===== src/rtl/sb_pkg.sv =====
package sb_pkg;

    // Polarity of a sense bit; the names only document intent.
    typedef enum logic {
        SENSE_LO = 1'b0,
        SENSE_HI = 1'b1
    } sense_e;

    // What one participant slot decided about its arrive pulse this cycle.
    typedef struct packed {
        logic accept;   // counted arrival
        logic reject;   // pulse while already waiting
    } arr_dec_t;

    // Classify a pulse given whether the slot is currently held.
    function automatic arr_dec_t classify(input logic pulse, input logic held);
        arr_dec_t d;
        d.accept = pulse & ~held;
        d.reject = pulse & held;
        return d;
    endfunction

    // Invert a sense value.
    function automatic sense_e flip(input sense_e s);
        return (s == SENSE_LO) ? SENSE_HI : SENSE_LO;
    endfunction

endpackage


===== src/rtl/sb_slot.sv =====
module sb_slot
    import sb_pkg::*;
(
    input  logic   clk,
    input  logic   rst,
    input  logic   arrive,
    input  sense_e phase,
    output logic   accept,
    output logic   waiting,
    output logic   arrive_err
);
    sense_e   local_sense;
    arr_dec_t dec;

    assign waiting = (local_sense != phase);
    assign dec     = classify(arrive, waiting);
    assign accept  = dec.accept;

    always_ff @(posedge clk) begin
        if (rst) begin
            local_sense <= SENSE_LO;
            arrive_err  <= 1'b0;
        end else begin
            if (dec.accept) local_sense <= flip(local_sense);
            arrive_err <= dec.reject;
        end
    end

    // A held participant keeps its sense bit when it pulses again.
    assert_ignored_sense_R6: assert property (@(posedge clk) disable iff (rst)
        (arrive && waiting) |=> (local_sense == $past(local_sense)));

    // An error flag only follows a pulse from a held participant.
    assert_err_cause_R6: assert property (@(posedge clk) disable iff (rst)
        arrive_err |-> ($past(arrive) && $past(waiting)));

endmodule


===== src/rtl/sb_tally.sv =====
module sb_tally #(
    parameter int NUM_PART = 4
) (
    input  logic                clk,
    input  logic                rst,
    input  logic [NUM_PART-1:0] accept,
    output logic                complete
);
    localparam int CNT_W = $clog2(NUM_PART + 1);
    localparam int SUM_W = CNT_W + 1;

    logic [CNT_W-1:0] count;
    logic [CNT_W-1:0] pop;
    logic [SUM_W-1:0] sum;

    // Population count of the accepted pulses this cycle.
    always_comb begin
        pop = '0;
        for (int i = 0; i < NUM_PART; i++) begin
            pop = pop + CNT_W'(accept[i]);
        end
    end

    assign sum      = SUM_W'(count) + SUM_W'(pop);
    assign complete = (sum == SUM_W'(NUM_PART));

    always_ff @(posedge clk) begin
        if (rst)           count <= '0;
        else if (complete) count <= '0;
        else               count <= sum[CNT_W-1:0];
    end

    // The tally never holds a full group; a full group completes instead.
    assert_count_below_total_R3: assert property (@(posedge clk) disable iff (rst)
        count < CNT_W'(NUM_PART));

    // Each participant is counted at most once per round, so no overshoot.
    assert_no_overshoot_R5: assert property (@(posedge clk) disable iff (rst)
        sum <= SUM_W'(NUM_PART));

endmodule


===== src/rtl/sb_release.sv =====
module sb_release
    import sb_pkg::*;
(
    input  logic   clk,
    input  logic   rst,
    input  logic   complete,
    output sense_e phase,
    output logic   done
);
    always_ff @(posedge clk) begin
        if (rst) begin
            phase <= SENSE_LO;
            done  <= 1'b0;
        end else begin
            // The last arrival leaves every slot at flip(phase); adopt it.
            if (complete) phase <= flip(phase);
            done <= complete;
        end
    end

    assert_done_flip_R4: assert property (@(posedge clk) disable iff (rst)
        done |-> (phase != $past(phase)));

    assert_flip_needs_done_R4: assert property (@(posedge clk) disable iff (rst)
        (phase != $past(phase)) |-> done);

endmodule


===== src/rtl/sense_barrier.sv =====
module sense_barrier #(
    parameter int NUM_PART = 4
) (
    input  logic                clk,
    input  logic                rst,
    input  logic [NUM_PART-1:0] arrive,
    output logic [NUM_PART-1:0] waiting,
    output logic                phase,
    output logic                done,
    output logic [NUM_PART-1:0] arrive_err
);
    import sb_pkg::*;

    logic [NUM_PART-1:0] accept;
    logic                complete;
    sense_e              phase_q;

    for (genvar g = 0; g < NUM_PART; g++) begin : g_slot
        sb_slot u_slot (
            .clk        (clk),
            .rst        (rst),
            .arrive     (arrive[g]),
            .phase      (phase_q),
            .accept     (accept[g]),
            .waiting    (waiting[g]),
            .arrive_err (arrive_err[g])
        );
    end

    sb_tally #(.NUM_PART(NUM_PART)) u_tally (
        .clk      (clk),
        .rst      (rst),
        .accept   (accept),
        .complete (complete)
    );

    sb_release u_rel (
        .clk      (clk),
        .rst      (rst),
        .complete (complete),
        .phase    (phase_q),
        .done     (done)
    );

    assign phase = phase_q;

    // After a completion nobody is left held.
    assert_done_clears_wait_R3: assert property (@(posedge clk) disable iff (rst)
        done |-> (waiting == '0));

    // Without a completion, a newly accepted participant is held next cycle.
    assert_accept_holds_R2: assert property (@(posedge clk) disable iff (rst)
        (|accept && !complete) |=> ((waiting & $past(accept)) == $past(accept)));

endmodule


===== config.mk =====
export PLATFORM = sky130hd
export DESIGN_NAME = sense_barrier
export DESIGN_NICKNAME = d
export VERILOG_FILES = /design/src/rtl/sb_pkg.sv /design/src/rtl/sb_slot.sv /design/src/rtl/sb_tally.sv /design/src/rtl/sb_release.sv /design/src/rtl/sense_barrier.sv
export SDC_FILE = /design/constraint.sdc
export NUM_CORES = 1
export LEC_CHECK = 0
export BUFFER_PORTS_ARGS = -buffer_cell sky130_fd_sc_hd__buf_2
export CORE_AREA = 2 2 39 41
export DETAILED_ROUTE_END_ITERATION = 6
export DIE_AREA = 0 0 41 43
export GPL_ROUTABILITY_DRIVEN = 0
export GPL_TIMING_DRIVEN = 0
export PLACE_DENSITY = 0.72
export SLEW_MARGIN = 20
export SYNTH_ARGS = -nofsm -noshare
export SYNTH_HDL_FRONTEND = slang
export SYNTH_HIERARCHICAL = 1
export SYNTH_SLANG_ARGS = --single-unit
export TNS_END_PERCENT = 5

===== constraint.sdc =====
create_clock -name clk -period 4.9 [get_ports clk]
set_input_delay 0.49 -clock clk [delete_from_list [all_inputs] [get_ports clk]]
set_output_delay 0.49 -clock clk [all_outputs]
set_load 0.005 [all_outputs]

# ---- Yosys cells after proc, flatten, opt, wreduce, memory -nomap -nowiden
# Cells that the tools add are included.
# Widths: inputs -> output; s select.
dict set report word_totals {
  reg_bits 13
  output_inout_bits 10
}
dict set report classes {
  n_addsub 4
  n_eq_ne 5
  muxes 5
  n_bitwise 12
  n_reduce_logical 1
}
# op n
set op_table {}
lappend op_table {{$and 1x1->1} 8}
lappend op_table {{$add 3x1->3} 2}
lappend op_table {{$mux 1} 5}
lappend op_table {{$add 3x3->4} 1}
lappend op_table {{$eq 4x3->1 const B} 1}
lappend op_table {{$ne 1x1->1} 4}
lappend op_table {{$not 1->1} 4}
lappend op_table {{$add 1x1->2} 1}
lappend op_table {{$reduce_or 2->1} 1}

# ---- Depth between registers and ports, before layout
# Gate-level depths: netlist of the first run.
dict set report depth {
  depth_word 9
  ltp_mapped 10
  ltp_nobuf 10
}

# ---- Hierarchy
# The synthesis of the first run kept the hierarchy.
# module n_inst cells_each area_per_inst_um2 seq_area_each_um2
set by_module_without_submodules {}
lappend by_module_without_submodules {sb_slot 4 8 78.8 40.0}
lappend by_module_without_submodules {sb_tally 1 21 215.2 60.1}
lappend by_module_without_submodules {sb_release 1 5 58.8 40.0}

# ---- Worst setup path before layout of the first run
# OpenSTA, ideal clock, no wires.
dict set report synth_path {
  path_kind {flip-flop to flip-flop}
  from {register u_rel.phase}
  to {register u_rel.phase}
  arrival_ns 2.651
  required_time_ns 4.785
  setup_slack_ns 2.134
  stages_incl_launch_ff 11
  synth_period_minus_slack_ns 2.766
  path_cell_list {dfxtp_1 -> xnor2_1 -> and2_2 -> fa_1 -> fa_1 -> inv_1 -> fa_1 -> nand2b_1 -> a21oi_1 -> xnor2_1 -> nor2_1}
}
dict set report synth_between {
  elab_chain_cells 8
}
# element line_no
set synth_rtl {}
lappend synth_rtl {{start: declaration} sb_release.sv:7} ;# output sense_e phase,
lappend synth_rtl {{start signal: assignment} sb_release.sv:16} ;# if (complete) phase <= flip(phase);
lappend synth_rtl {{$ne 1x1->1} sb_slot.sv:15} ;# assign waiting = (local_sense != phase);
lappend synth_rtl {{$not 1->1} sb_pkg.sv:18} ;# d.accept = pulse & ~held;
lappend synth_rtl {{$and 1x1->1} sb_pkg.sv:18}
lappend synth_rtl {{named net accept[0]} sense_barrier.sv:14} ;# logic [NUM_PART-1:0] accept;
lappend synth_rtl {{$add 1x1->2} sb_tally.sv:20} ;# pop = pop + CNT_W'(accept[i]);
lappend synth_rtl {{$add 3x1->3 (2 in series)} sb_tally.sv:20}
lappend synth_rtl {{$add 3x3->4} sb_tally.sv:24} ;# assign sum = SUM_W'(count) + SUM_W'(pop);
lappend synth_rtl {{$eq 4x3->1} sb_tally.sv:25} ;# assign complete = (sum == SUM_W'(NUM_PART));
lappend synth_rtl {{named net complete} sense_barrier.sv:15} ;# logic complete;
# The timed path passes the listed nets, and every way through them passes these cells.
# A chain may end at the register's enable or synchronous reset.

# ---- Final worst setup path of the first run
# Ends and elaborated chain as after synthesis.

==> flow_summary.yaml, run 1 <==
cts:
  htree_levels: 1
  cts_setup_buffers: 0
  cts-root-buf: "clkbuf_4"
  cts_resized: 0
  cts.clk_slew.worst_paths_ns: 0.08
  cts_tree: "yes"
  numCtsBuffers: 3
  cts_hold_buf: 0
  clockBufferDepth: 2
  clock_sinks: 13
  insertion_delay_ns: 0.27
yosys:
  synth_top_family_by_area: "simple AND/OR/NAND/NOR gates"
  synth-xor-area-share: 0.07431
  synth.net_count: 68
  synth-seq-area-share: 0.4416
  synth_cell_types: 17
  synth_fa_ha_area_frac: 0.1231
  synth_seq_cells: 13
  synthSimpleGateAreaFrac: 0.2144
  avgSynthCellArea_um2: 10.16
  synth_compound_area_frac: 0.1019
  yosys_warnings: 6
  syn_area_um2: 589.3
  synthMuxAreaShare: 0
  synthCells: 58
final_layout:
  final-seq-area_um2: 260.3
  fin_nets: 88
  layout_common_cells: "15 x buf_2, 13 x dfxtp_1, 7 x inv_1"
  fillers: 140
  area_growth_pct: 20.59
  multi_input_area_um2: 302.8
  final_common_cell: "buf_2"
  final_util: 0.5136
  drive_above_1_share: 0.2987
  diodes: 0
  fin_area_um2: 710.7
sta:
  tightest_slew_ns: 0.4400
  relSlewSlack: 0.7063
  maxSlewViolCount: 0
  rsz0062_at_grt: "false"
  skew_ns: 0.001548
  fmax_mhz: 327.6
  hold_viol: 0
  fin_crit_sh: 0.6230
  period_minus_slack_ns: 3.053
  setup_viol: 0
  setup_tns_ns: 0
route:
  wl_per_cell_um: 10.58
  route.vias.total: 426
  drc: 0
  wl_met1_um: 474
  wl_met3_um: 62
  drt-initial-drc-count: 4
  met2_wirelength_um: 433
  firstDrtPassIters: 2
  ant_nets: 0
  avgViaCountPerCell: 4.581
  totalWireLength_um: 984
  top_layer: "met4"
hold_path:
  hold_start: "arrive[2]"
  hp-class: "in2reg"
die:
  core_area_mm2: 0.001384
  initial_core_util: 0.4259
  die_h_um: 43
  die_x_um: 41
  rows: 14
  ioPinCount: 16
  fp.dieArea_mm2: 0.001763
place:
  numPortBuffers: 15
  placed_area_um2: 684.4
  hpwl_um: 709.5
worst_setup_path:
  cp_data_required_time_ns: 5.07
  rr_startpoint: "u_rel/phase$_SDFFE_PP0P_"
  arrival_ns: 3.22
  startpoint: "u_rel/phase$_SDFFE_PP0P_"
  crit_type: "reg2reg"
  startpoint_type: "register"
  path_max_fanout: 10
  setup.worst_path.end_class: "register"
flow_run:
  drv_cap: 0
global_routing:
  grt_pass1_wl_mm: 1.552
  antenna_found_initial: 0
  grtUsageTotal: 0.1349
  grt_start_max_net_pins: 14
  grt_pass1_vias: 375
  overflow: 0
run_status:
  status: "completed"
power:
  ir_drop_mv: 0.2364
  p_leak_nw: 0.3329
  power.density_mw_per_mm2: 577.2
-- metal layers --
metal | up-vias | global-route usage
met5 | - | 0
li1 | 227 | -
met2 | 12 | 0.1875
met3 | 2 | 0.05236
met4 | 0 | 0.08000
met1 | 185 | 0.1694
-- worst max-delay path: stages (launching register included) --
cell	delay (ns)
dfxtp_1	0.60
xnor2_1	0.17
and2_2	0.23
fa_1	0.56
fa_1	0.23
inv_1	0.07
fa_1	0.40
or2_1	0.26
a21oi_1	0.24
xnor2_1	0.15
nor2_1	0.05
-- Yosys cell counts --
cell      instances  area (um^2)
inv_1             7        26.28
dfxtp_1          13        260.3
ha_1              1        12.51
nand2b_1          1        6.260
nor3b_1           4        30.03
a211oi_1          4        30.03
a21o_1            1        7.510
o211ai_1          1        7.510
and2_2            4        30.03
nor2b_1           2        12.51
nand2b_4          1        13.76
fa_1              3        60.06
xnor2_1           5        43.79
nand3_1           1        5.000
nor2_1            6        22.52
a21oi_1           3        15.01
or2_1             1        6.260
-- layout make-up --
type	instances	share of cell area
inverter	7	0.03697
tap	16	0.02817
multi-input combinational	38	0.4261
timing repair buffer	15	0.1056
clock buffer	4	0.03697
sequential	13	0.3662
-- report_power, final --
part / switching, mW / total [mW] / internal (mW)
Clock: 0.0343 / 0.0658 / 0.0316
Combinational: 0.0979 / 0.197 / 0.0989
Sequential: 0.0190 / 0.147 / 0.128
-- registers in the layout, summed over array words and instances (netlist names) --
signal / count
g_slot.u_slot/local_sense: 4
u_tally/count: 3
u_rel/phase: 1
u_rel/done: 1
g_slot.u_slot/arrive_err: 4
-- through the flow --
step,instances,power (mW),hold slack [ns],setup WS (ns)
after global placement,89,0.3360,0.4879,1.958
final,93,0.4102,0.4221,1.847
after floorplan,58,0.2916,0.4709,2.134
after CTS,93,0.4153,0.4138,1.839
after detailed placement,89,0.3423,0.4994,1.891
after global routing,93,0.4541,0.4155,1.630
-- logic make-up after synthesis --
group,after synthesis
and+or+nand+nor,20
xor gates and xnor gates,5
AOI/OAI and AO/OA,9
adders and majority gates,4
DFF,13
buffers and inverters,7
-- path summary, 6_finish.rpt --
kind | endpoint | slack (ns) | cells past startpoint
max | u_rel/phase$_SDFFE_PP0P_ | 1.85 | 10
min | g_slot[2].u_slot/local_sense$_SDFFE_PP0P_ | 0.42 | 2
min reg2reg | g_slot[0].u_slot/local_sense$_SDFFE_PP0P_ | 0.51 | 2
max reg2reg | u_rel/phase$_SDFFE_PP0P_ | 1.85 | 10
No activity file was read; power rests on OpenSTA's default activity.
==> inputs of run 2 (changes only) <==
Settings changed: CORE_AREA 2 2 39 41 to not set, CORE_UTILIZATION set to 43, DIE_AREA 0 0 41 43 to not set, PLACE_DENSITY 0.72 to 0.73.
Clock period 4.9 ns to 2.6 ns, I/O delays scaled along.
==> flow_summary.yaml, run 2 (same netlist as run 1, synthesis figures left out) <==
run_status:
  status: "completed"
sta:
  skew_ns: 0.001986
  period_minus_slack_ns: 2.566
  fin_crit_sh: 0.9869
  setup_tns_ns: 0
  maxSlewViolCount: 0
  fin_ws_ns: 0.03409
  setup_viol: 0
  fmax_mhz: 389.7
  relSlewSlack: 0.8059
  hold_viol: 0
  tightest_slew_ns: 0.2890
  rsz0062_at_grt: "true"
power:
  pwr-share-comb: 0.638
  switching_share: 0.3471
  ir_drop_mv: 0.6613
  power.density_mw_per_mm2: 1313
  pwr-share-clk: 0.110
  p_leak_nw: 0.4132
  p_int_uw: 750.7
  switchingPower_uw: 399.2
  seq_power_share: 0.253
global_routing:
  overflow: 0
  grt_pass1_vias: 513
  grt_use_met1: 0.1978
  grt-busiest-layer: "met2"
  use_met3: 0.1040
  grtUsageTotal: 0.2177
  grt_start_max_net_pins: 14
  grt_pass1_wl_mm: 2.097
  antenna_found_initial: 0
  met2_usage: 0.4208
final_layout:
  largestRegisters: "g_slot.u_slot/arrive_err x4, g_slot.u_slot/local_sense x4, u_tally/count x3"
  diodes: 0
  drive_above_1_share: 0.5057
  layout_common_cells: "15 x buf_2, 11 x dfxtp_1, 9 x buf_4"
  final_util: 0.7384
  area_growth_pct: 48.62
  final_common_cell: "buf_2"
  fin_area_um2: 875.8
  fin_nets: 98
  instances_no_fill: 101
  fillers: 80
flow_run:
  drv_cap: 0
worst_setup_path:
  crit_top_cell: "fa_2"
  startpoint_type: "register"
  critical_path.n_buffers_inverters: 1
  crit_type: "reg2reg"
  startpoint: "u_rel/phase$_SDFFE_PP0P_"
  crit_path_max_incr_delay_ns: 0.56
  cp_cell_sequence: "xnor2_4, and2_4, fa_1, fa_2, inv_2, fa_2, nand2b_4, a21oi_4, xnor2_1, nor2_1"
  rr_startpoint: "u_rel/phase$_SDFFE_PP0P_"
  arrival_ns: 2.73
  cp_slowest_cell: "fa_2"
  cp_data_required_time_ns: 2.77
  path_max_fanout: 5
  setup.worst_path.end_class: "register"
  crit_family: "adder cells"
cts:
  numCtsBuffers: 3
  clockBufferDepth: 2
  cts-root-buf: "clkbuf_4"
  clock_sinks: 13
  cts.clk_slew.worst_paths_ns: 0.08
  cts_tree: "yes"
  htree_levels: 1
  insertion_delay_ns: 0.28
die:
  rows: 12
  die_h_um: 39.02
  fp.dieArea_mm2: 0.001523
  core_area_mm2: 0.001186
  initial_core_util: 0.4968
  die_x_um: 39.02
  ioPinCount: 16
place:
  placed_area_um2: 691.9
  numPortBuffers: 15
  post-place-ws_ns: -0.1149
  placedCellCount: 87
  hpwl_um: 749.4
route:
  wl_per_cell_um: 12.53
  firstDrtPassIters: 2
  avgViaCountPerCell: 4.950
  drt-initial-drc-count: 7
  drc: 0
  totalWireLength_mm: 1.266
  ant_nets: 0
  route.vias.total: 500
hold_path:
  hp-class: "in2reg"
  hold_start: "arrive[1]"
## run 2: stage by stage
step	power (mW)	hold slack (ns)
6_report	1.150	0.1913
2_1_floorplan	0.5653	0.3227
3_5_place_dp	0.6765	0.4834
3_3_place_gp	0.6564	0.4800
4_1_cts	1.084	0.1838
5_1_grt	1.241	0.1875
## run 2: cell type report
cell class	count	area, um^2	area share
timing repair buffer	25	162.7	0.1857
inverter	7	26.28	0.03000
multi-input combinational	38	377.9	0.4314
clock buffer	4	26.28	0.03000
tap	14	17.52	0.02000
sequential	13	265.3	0.3029
## run 2: timing repair
action / in CTS / in global routing
endpoints found under the setup margin: 3 / 3
hold buffers: 0 / 0
pin swaps: 9 / 9
buffers inserted: 8 / 2
gates resized for setup: 10 / 4
## run 2: metal layers
metal,vias to the layer above,share of wire
li1,246,-
met1,239,0.39
met2,13,0.54
met3,2,0.055
met4,0,0.013
met5,-,0
## run 2: worst reg2reg max path, cell delays in order (launching register included)
cell	delay [ns]
dfxtp_4	0.40
xnor2_4	0.14
and2_4	0.14
fa_1	0.55
fa_2	0.22
inv_2	0.04
fa_2	0.56
nand2b_4	0.09
a21oi_4	0.12
xnor2_1	0.13
nor2_1	0.06
## run 2: path summary, 6_finish.rpt
kind	endpoint	slack, ns	depth (start not counted)
min reg2reg	g_slot[2].u_slot/local_sense$_SDFFE_PP0P_	0.51	2
max	u_rel/phase$_SDFFE_PP0P_	0.03	10
min	g_slot[1].u_slot/local_sense$_SDFFE_PP0P_	0.19	2
max reg2reg	u_rel/phase$_SDFFE_PP0P_	0.03	10
## run 2: power groups by stage
stage	registers, mW	clock network (mW)	logic [mW]
finish	0.290	0.126	0.733
global route	0.295	0.140	0.805
CTS	0.286	0.130	0.668
detailed placement	0.289	0	0.388
global placement	0.285	0	0.371
floorplan	0.282	0	0.283
==> inputs of run 3 (changes only) <==
Settings changed: CAP_MARGIN set to 25, CORE_MARGIN set to 1.5, CORE_UTILIZATION 43 to 40, PLACE_DENSITY 0.73 to 0.69.
==> flow_summary.yaml, run 3 (same netlist as run 1, synthesis figures left out) <==
global_routing:
  grt_pass1_vias: 389
  antenna_found_initial: 0
  grt_pass1_wl_mm: 1.607
  grtUsageTotal: 0.1497
  met2_usage: 0.2344
  overflow: 0
  grt_start_max_net_pins: 14
  grt_use_met1: 0.1947
  grt-busiest-layer: "met2"
  use_met3: 0.03191
worst_setup_path:
  crit_top_cell: "fa_2"
  critical_path.n_buffers_inverters: 1
  cp_cell_sequence: "xnor2_4, and2_4, fa_1, fa_2, inv_2, fa_2, nand2b_4, a21oi_4, xnor2_1, nor2_1"
  crit_type: "reg2reg"
  path_max_fanout: 6
  crit_family: "adder cells"
  setup.worst_path.end_class: "register"
  cp_data_required_time_ns: 2.76
  cp_slowest_cell: "fa_1"
  rr_startpoint: "u_rel/phase$_SDFFE_PP0P_"
  startpoint: "u_rel/phase$_SDFFE_PP0P_"
  arrival_ns: 2.74
  startpoint_type: "register"
  crit_path_max_incr_delay_ns: 0.56
final_layout:
  instances_no_fill: 99
  largestRegisters: "g_slot.u_slot/arrive_err x4, g_slot.u_slot/local_sense x4, u_tally/count x3"
  layout_common_cells: "15 x buf_2, 12 x dfxtp_1, 6 x inv_1, 6 x nor2_1, 6 x buf_4"
  final_common_cell: "buf_2"
  diodes: 0
  fillers: 111
  drive_above_1_share: 0.4762
  area_growth_pct: 40.34
  fin_nets: 95
die:
  rows: 13
  initial_core_util: 0.4418
  ioPinCount: 16
  die_h_um: 41.39
  fp.dieArea_mm2: 0.001713
  core_area_mm2: 0.001334
  die_x_um: 41.39
hold_path:
  hold_start: "arrive[0]"
  hp-class: "in2reg"
power:
  seq_power_share: 0.285
  switchingPower_uw: 363.8
  ir_drop_mv: 0.7032
  pwr-share-clk: 0.121
  p_int_uw: 643.8
  pwr-share-comb: 0.594
  p_leak_nw: 0.3901
  power.density_mw_per_mm2: 1218
  p_total_mw: 1.008
  switching_share: 0.3611
cts:
  htree_levels: 1
  cts_hold_buf: 0
  insertion_delay_ns: 0.27
  cts.clk_slew.worst_paths_ns: 0.08
  clock_sinks: 13
  cts_tree: "yes"
  cts-root-buf: "clkbuf_4"
  numCtsBuffers: 3
  clockBufferDepth: 2
sta:
  hold_viol: 0
  setup_viol: 0
  rsz0062_at_grt: "true"
  fin_crit_sh: 0.9919
  skew_ns: 0.002631
  timing.hold.ws_ns: 0.2029
  relSlewSlack: 0.8381
  period_minus_slack_ns: 2.579
  maxSlewViolCount: 0
  tightest_slew_ns: 0.2429
  fmax_mhz: 387.7
route:
  ant_nets: 0
  route.vias.total: 476
  drt-initial-drc-count: 4
  firstDrtPassIters: 2
  avgViaCountPerCell: 4.808
  wl_per_cell_um: 11.06
  totalWireLength_mm: 1.095
  drc: 0
place:
  hpwl_um: 720.9
  placedCellCount: 88
  numPortBuffers: 15
run_status:
  status: "completed"
flow_run:
  drv_cap: 0
-- run 3: per-layer routing --
| metal | wire (um) | part of all wire | vias up |
|---|---|---|---|
| li1 | - | - | 241 |
| met1 | 495 | 0.45 | 226 |
| met2 | 554 | 0.51 | 7 |
| met3 | 38 | 0.035 | 2 |
| met4 | 6 | 0.0055 | 0 |
| met5 | 0 | 0 | - |
-- run 3: final timing paths --
path                                                to  slack, ns  cells after the start
max                           u_rel/phase$_SDFFE_PP0P_       0.02                     10
min          g_slot[0].u_slot/local_sense$_SDFFE_PP0P_       0.20                      2
max reg2reg                   u_rel/phase$_SDFFE_PP0P_       0.02                     10
min reg2reg  g_slot[2].u_slot/local_sense$_SDFFE_PP0P_       0.51                      2
-- run 3: power groups by stage --
stage | registers (mW) | logic (mW) | clock network [mW]
finish | 0.287 | 0.599 | 0.122
global route | 0.295 | 0.657 | 0.137
CTS | 0.283 | 0.559 | 0.129
detailed placement | 0.287 | 0.383 | 0
global placement | 0.285 | 0.374 | 0
floorplan | 0.282 | 0.283 | 0
-- run 3: area by class of cell --
| class | instances | area, um^2 | area share |
|---|---|---|---|
| inverter | 7 | 26.28 | 0.03177 |
| tap | 15 | 18.77 | 0.02269 |
| multi-input combinational | 38 | 366.6 | 0.4433 |
| clock inverter | 1 | 5.005 | 0.006051 |
| sequential | 13 | 264.0 | 0.3192 |
| clock buffer | 3 | 22.52 | 0.02723 |
| timing repair buffer | 22 | 123.9 | 0.1498 |
-- run 3: metrics by stage --
step                       TNS [ns]  setup WS (ns)  instance area [um^2]    util
after floorplan                   0        0.01596                 599.3       -
after global placement      -0.1707       -0.09513                 693.2  0.5197
after detailed placement    -0.2978        -0.1524                 693.2  0.5197
after CTS                 -0.009135      -0.009135                 805.8  0.6041
after global routing        -0.1113       -0.06358                 827.0  0.6201
final                             0        0.02095                 827.0  0.6201
-- run 3: timing repair --
action | CTS | global route
gates resized for setup | 9 | 3
buffers inserted | 7 | 0
endpoints found under the setup margin | 3 | 3
gates cloned | 0 | 0
hold endpoints to repair | 0 | 0
pin swaps | 9 | 7
